<file path="src/rtl/lro_pkg.sv">
package lro_pkg;

  typedef enum logic [3:0] {
    S_IDLE,
    S_POLL,
    S_READ,
    S_WCLR,
    S_WSET,
    S_WMODE,
    S_WRSTH,
    S_WRSTL,
    S_DONE
  } lroState_t;

  typedef struct packed {
    logic latchLane;
    logic clrTimeout;
    logic setTimeout;
    logic pollClr;
    logic pollInc;
    logic loadRead;
    logic setOvr;
    logic putMode;
    logic setRst;
    logic clrRst;
  } lroStrobes_t;

endpackage

</file>
<file path="src/rtl/lro_datapath.sv">
module lro_datapath
  import lro_pkg::*;
#(
  parameter int ADDR_W = 16,
  parameter int DATA_W = 16,
  parameter int LANE_W = 2,
  parameter logic [ADDR_W-1:0] STATUS_BASE = 16'h2002,
  parameter logic [ADDR_W-1:0] OVR_BASE = 16'h2005,
  parameter logic [ADDR_W-1:0] LANE_STRIDE = 16'h0100,
  parameter int OVR_BIT = 14,
  parameter int RST_BIT = 11,
  parameter int MODE_LSB = 8,
  parameter int MODE_W = 3,
  parameter int MODE_VALUE = 3,
  parameter int MAX_POLLS = 1000
) (
  input  logic              clk,
  input  logic              rstN,
  input  lroStrobes_t       strb,
  input  logic [LANE_W-1:0] laneIn,
  input  logic [DATA_W-1:0] rdData,
  input  logic              wrSel,
  output logic [ADDR_W-1:0] regAddr,
  output logic [DATA_W-1:0] regWdata,
  output logic              halfRate,
  output logic              pollLast,
  output logic              pollTimeout
);

  localparam int CNT_W = $clog2(MAX_POLLS + 1);
  localparam logic [DATA_W-1:0] OVR_MASK = DATA_W'(1) << OVR_BIT;
  localparam logic [DATA_W-1:0] RST_MASK = DATA_W'(1) << RST_BIT;
  localparam logic [DATA_W-1:0] MODE_MASK = ((DATA_W'(1) << MODE_W) - DATA_W'(1)) << MODE_LSB;
  localparam logic [DATA_W-1:0] MODE_FIELD = (DATA_W'(MODE_VALUE) << MODE_LSB) & MODE_MASK;

  logic [LANE_W-1:0] laneReg;
  logic [DATA_W-1:0] shadow;
  logic [CNT_W-1:0]  pollCnt;
  logic              timeoutReg;
  logic [ADDR_W-1:0] laneOff;

  always_ff @(posedge clk) begin
    if (!rstN) begin
      laneReg <= '0;
    end else if (strb.latchLane) begin
      laneReg <= laneIn;
    end
  end

  always_ff @(posedge clk) begin
    if (!rstN) begin
      shadow <= '0;
    end else if (strb.loadRead) begin
      shadow <= rdData & ~OVR_MASK;
    end else if (strb.setOvr) begin
      shadow <= shadow | OVR_MASK;
    end else if (strb.putMode) begin
      shadow <= (shadow & ~MODE_MASK) | MODE_FIELD;
    end else if (strb.setRst) begin
      shadow <= shadow | RST_MASK;
    end else if (strb.clrRst) begin
      shadow <= shadow & ~RST_MASK;
    end
  end

  always_ff @(posedge clk) begin
    if (!rstN) begin
      pollCnt <= '0;
    end else if (strb.pollClr) begin
      pollCnt <= '0;
    end else if (strb.pollInc) begin
      pollCnt <= pollCnt + CNT_W'(1);
    end
  end

  always_ff @(posedge clk) begin
    if (!rstN) begin
      timeoutReg <= 1'b0;
    end else if (strb.clrTimeout) begin
      timeoutReg <= 1'b0;
    end else if (strb.setTimeout) begin
      timeoutReg <= 1'b1;
    end
  end

  always_comb begin
    laneOff  = ADDR_W'(laneReg) * LANE_STRIDE;
    regAddr  = (wrSel ? OVR_BASE : STATUS_BASE) + laneOff;
    regWdata = shadow;
    halfRate = rdData[0];
    pollLast = (pollCnt == CNT_W'(MAX_POLLS - 1));
    pollTimeout = timeoutReg;
  end

endmodule

</file>
<file path="src/rtl/lro_ctrl.sv">
module lro_ctrl
  import lro_pkg::*;
(
  input  logic        clk,
  input  logic        rstN,
  input  logic        startOverride,
  input  logic        startDisable,
  input  logic        phyPresent,
  input  logic        regAck,
  input  logic        halfRate,
  input  logic        pollLast,
  output lroStrobes_t strb,
  output logic        regReq,
  output logic        regWe,
  output logic        busy,
  output logic        done
);

  lroState_t state, nextState;
  logic      isDisable, nextIsDisable;

  always_ff @(posedge clk) begin
    if (!rstN) begin
      state     <= S_IDLE;
      isDisable <= 1'b0;
    end else begin
      state     <= nextState;
      isDisable <= nextIsDisable;
    end
  end

  always_comb begin
    nextState     = state;
    nextIsDisable = isDisable;
    strb          = '0;
    unique case (state)
      S_IDLE: begin
        if (startOverride || startDisable) begin
          strb.latchLane = 1'b1;
          strb.clrTimeout = 1'b1;
          strb.pollClr   = 1'b1;
          nextIsDisable  = !startOverride;
          if (!phyPresent) nextState = S_DONE;
          else if (startOverride) nextState = S_POLL;
          else nextState = S_READ;
        end
      end
      S_POLL: begin
        if (regAck) begin
          if (halfRate && !pollLast) begin
            strb.pollInc = 1'b1;
          end else begin
            strb.setTimeout = halfRate;
            nextState = S_READ;
          end
        end
      end
      S_READ: begin
        if (regAck) begin
          strb.loadRead = 1'b1;
          nextState = S_WCLR;
        end
      end
      S_WCLR: begin
        if (regAck) begin
          if (isDisable) begin
            nextState = S_DONE;
          end else begin
            strb.setOvr = 1'b1;
            nextState = S_WSET;
          end
        end
      end
      S_WSET: begin
        if (regAck) begin
          strb.putMode = 1'b1;
          nextState = S_WMODE;
        end
      end
      S_WMODE: begin
        if (regAck) begin
          strb.setRst = 1'b1;
          nextState = S_WRSTH;
        end
      end
      S_WRSTH: begin
        if (regAck) begin
          strb.clrRst = 1'b1;
          nextState = S_WRSTL;
        end
      end
      S_WRSTL: begin
        if (regAck) nextState = S_DONE;
      end
      S_DONE: nextState = S_IDLE;
      default: nextState = S_IDLE;
    endcase
  end

  always_comb begin
    regReq = (state != S_IDLE) && (state != S_DONE);
    regWe  = (state == S_WCLR) || (state == S_WSET) || (state == S_WMODE) ||
             (state == S_WRSTH) || (state == S_WRSTL);
    busy   = regReq;
    done   = (state == S_DONE);
  end

endmodule

</file>
<file path="src/rtl/lane_rx_override_seq.sv">
module lane_rx_override_seq
  import lro_pkg::*;
#(
  parameter int LANES = 4,
  parameter int ADDR_W = 16,
  parameter int DATA_W = 16,
  parameter int MODE_VALUE = 3,
  parameter int MAX_POLLS = 1000,
  localparam int LANE_W = (LANES > 1) ? $clog2(LANES) : 1
) (
  input  logic              clk,
  input  logic              rstN,
  input  logic              startOverride,
  input  logic              startDisable,
  input  logic [LANE_W-1:0] laneSel,
  input  logic              phyPresent,
  output logic              regReq,
  output logic              regWe,
  output logic [ADDR_W-1:0] regAddr,
  output logic [DATA_W-1:0] regWdata,
  input  logic              regAck,
  input  logic [DATA_W-1:0] regRdata,
  output logic              busy,
  output logic              done,
  output logic              pollTimeout
);

  lroStrobes_t strb;
  logic        halfRate;
  logic        pollLast;

  lro_ctrl ctrl_i (
    .clk(clk),
    .rstN(rstN),
    .startOverride(startOverride),
    .startDisable(startDisable),
    .phyPresent(phyPresent),
    .regAck(regAck),
    .halfRate(halfRate),
    .pollLast(pollLast),
    .strb(strb),
    .regReq(regReq),
    .regWe(regWe),
    .busy(busy),
    .done(done)
  );

  lro_datapath #(
    .ADDR_W(ADDR_W),
    .DATA_W(DATA_W),
    .LANE_W(LANE_W),
    .MODE_VALUE(MODE_VALUE),
    .MAX_POLLS(MAX_POLLS)
  ) dp_i (
    .clk(clk),
    .rstN(rstN),
    .strb(strb),
    .laneIn(laneSel),
    .rdData(regRdata),
    .wrSel(regWe),
    .regAddr(regAddr),
    .regWdata(regWdata),
    .halfRate(halfRate),
    .pollLast(pollLast),
    .pollTimeout(pollTimeout)
  );

endmodule

</file>
<file path="config.mk">
export PLATFORM = sky130hd
export DESIGN_NAME = lane_rx_override_seq
export DESIGN_NICKNAME = d
export VERILOG_FILES = /design/src/rtl/lro_pkg.sv /design/src/rtl/lro_datapath.sv /design/src/rtl/lro_ctrl.sv /design/src/rtl/lane_rx_override_seq.sv
export SDC_FILE = /design/constraint.sdc
export NUM_CORES = 1
export LEC_CHECK = 0
export BUFFER_PORTS_ARGS = -buffer_cell sky130_fd_sc_hd__buf_4
export CAP_MARGIN = 20
export CORE_MARGIN = 2
export CORE_UTILIZATION = 35
export CTS_CLUSTER_SIZE = 30
export DETAILED_ROUTE_END_ITERATION = 8
export SKIP_CTS_REPAIR_TIMING = 1
export SYNTH_ARGS = -nofsm -noshare
export SYNTH_HDL_FRONTEND = slang
export SYNTH_SLANG_ARGS = --single-unit
</file>
<file path="constraint.sdc">
create_clock -name clk -period 1.6 [get_ports clk]
set_clock_uncertainty 0.05 [all_clocks]
set_input_delay 0.32 -clock clk [delete_from_list [all_inputs] [get_ports clk]]
set_output_delay 0.32 -clock clk [all_outputs]
set_load 0.1 [all_outputs]
</file>
==> qor.csv <==
metric,value,unit
status,finished with violations,
violations,negative setup slack,
port_buffers,48,
ys_warn_count,0,
synth_simple_gate_area_frac,0.2820,
critPathCaptureType,output port,
setup-tns-final,-1623,ps
antenna_cells,0,
num-fill-cells,411,
required,1230,ps
synth.yosys.seq_area_share,0.4124,
place_congestion,0.8271,
rsz0062_at_grt,yes,
path_max_fanout,5,
drv_slew,0,
drive_above_1_share,0.4502,
arrival,1430,ps
synth.area.mux_share,0.01213,
met2_usage,0.2798,
holdWs,205.6,ps
synthCells,206,
syn_area_per_cell,8.011,um^2
rows,24,
dpl_cell_area,2267,um^2
fin_crit,1796,ps
synthArstFlopShare,0,
first_pass_iters,4,
whs_path_depth,2,
r2r_cells,5,
grt_max_degree,14,
vdd_drop_max,0.0005960,V
dp_hpwl,3087,um
r2r-start,ctrl_i.state[0]$_SDFFE_PN0P_,
fmax,556.8,MHz
first_global_vias,1564,
synth.distinct_cells,41,
internal_power,1.712,mW
seq_area,694.4,um^2
clkPwrFrac,0.287,
fin_crit_sh,1.122,
grt_util_met1,0.1961,
grt_usage,0.1642,
cts_buffers,5,
synth_adder_area_share,0.007582,
synthFlopType,dfxtp_1,
antenna_found_initial,0,
utilization,0.5856,
synth_xor_area_frac,0.02123,
vias,1677,
powerDensity,1067,nW/um^2
pwr-share-seq,0.331,
hold_viol_final,0,
cts_sinks,34,
wirelength,4325,um
wl_per_cell,12.61,um
multi_input_comb_area,929.6,um^2
synth_common_cells,"nand2_1, dfxtp_1, a21oi_1, buf_4, nor2_1",
min_to,ctrl_i.isDisable$_SDFFE_PN0P_,
clockBufferDepth,2,
synth_compound_area_frac,0.1562,
die_w,72.67,um
setup_viol,13,
yosysMostFrequentCell,nand2_1,
cts_tree,yes,
rr_endpoint,dp_i.pollCnt[7]$_SDFFE_PP0P_,
synth_edf_count,0,
grt_overflow,0,
critPathKind,register to output port,
root_buffer,clkbuf_8,
stdcell_area,2603,um^2
critical_path.startpoint_type,register,
drv_cap,0,
insertion_delay,280,ps
vias_per_cell,4.889,
r2r_slack,-170,ps
synth-seq-cells,34,
final_antenna_net_count,0,
use_met3,0.05387,
drtIter0Drc,30,
busiest_layer,met2,
p_switching,1.065,mW
setup_slack,-195.9,ps
drc,0,
synth_area_leaders,"dfxtp_1, a21oi_1, nand2_1",
p_sw_frac,0.3835,
htree_levels,2,
dieArea,5280,um^2
preCtsSetupSlack,-184.6,ps
initial_core_util,0.3713,
p_leak,1.078,nW
area_growth,57.70,%
syn_area,1650,um^2
synth_top_area_frac,0.4124,
die_height,72.67,um
io_pins,61,
synth_top_family_by_area,simple AND/OR/NAND/NOR gates,
p_comb_frac,0.382,
hold_start,startOverride,
grt_pass1_wl,6817,um
synth_top_cell_by_area,dfxtp_1,
hold_path.class,input pin to register,
nets,315,
core_area,4444,um^2
clkTransAtPathRegs,70,ps
-- power groups by stage --
stage / Sequential, mW / Combinational, mW / Clock (mW)
after global placement: 0.940 / 0.947 / 0
after CTS: 0.921 / 0.950 / 0.820
after floorplan: 1.12 / 0.533 / 0
after detailed placement: 0.940 / 0.948 / 0
final: 0.919 / 1.06 / 0.796
after global routing: 0.925 / 1.12 / 0.860
-- per-layer routing --
| layer | vias to the layer above | wire length [um] |
|---|---|---|
| met5 | - | 0 |
| met1 | 785 | 1922 |
| met2 | 35 | 2169 |
| met3 | 2 | 206 |
| li1 | 855 | - |
| met4 | 0 | 26 |
-- layout by cell type, fill, tap and decap left out, types with 4 or more instances in the layout --
cell type   n
a21oi_1    25
nand2_1    34
conb_1     11
buf_6       9
buf_4      80
or4_4       4
nor2_1     11
clkbuf_8    5
o21ai_0     7
dfxtp_1    29
nand3_1     7
-- sequential cells by signal (all words and copies together), names as in the netlist --
| signal | flops |
|---|---|
| ctrl_i.isDisable | 1 |
| dp_i.pollTimeout | 1 |
| dp_i.regWdata | 16 |
| dp_i.laneReg | 2 |
| ctrl_i.state | 4 |
| dp_i.pollCnt | 10 |
-- cell families (layout without fill, tap and decap cells) --
family,count (synthesis),in the layout
AND/OR/NAND/NOR,87,87
AO/OA/AOI/OAI,46,46
flip-flops,34,34
buffers and inverters,30,106
XOR/XNOR,4,4
other,2,11
multiplexers,2,2
adder cells (fa/ha/maj),1,1
-- final cells by class --
type | instances | share of cell area
inverters | 5 | 0.008654
clock inverters | 3 | 0.01731
clock buffers | 5 | 0.02644
repair buffers | 93 | 0.2986
multi-input cells | 151 | 0.3572
well taps | 52 | 0.02500
flip-flops and latches | 34 | 0.2668
-- worst max path at each step --
stage / startpoint / slack [ps] / cells after the start / end
floorplan: ctrl_i.state[1]$_SDFFE_PN0P_ / -630 / 5 / regAddr[1]
global placement: regRdata[0] / -170 / 5 / dp_i.pollCnt[3]$_SDFFE_PP0P_
detailed placement: regRdata[0] / -180 / 5 / dp_i.pollCnt[3]$_SDFFE_PP0P_
CTS: ctrl_i.state[0]$_SDFFE_PN0P_ / -340 / 6 / regAddr[1]
global route: ctrl_i.state[1]$_SDFFE_PN0P_ / -270 / 6 / regAddr[1]
finish: ctrl_i.state[1]$_SDFFE_PN0P_ / -200 / 6 / regAddr[1]
-- critical path: stages (launching register included) --
cell and delay (ps):
dfxtp_4 370, buf_6 120, and2_4 140, nor2_2 40, nor2_4 170, clkinvlp_4 130
buf_12 170
-- stage by stage --
step	power (mW)	std cells
after floorplan	1.656	215
after global placement	1.887	325
after detailed placement	1.888	325
after CTS	2.691	333
after global routing	2.900	343
final	2.776	343
Power figures use the tool's default switching activity.
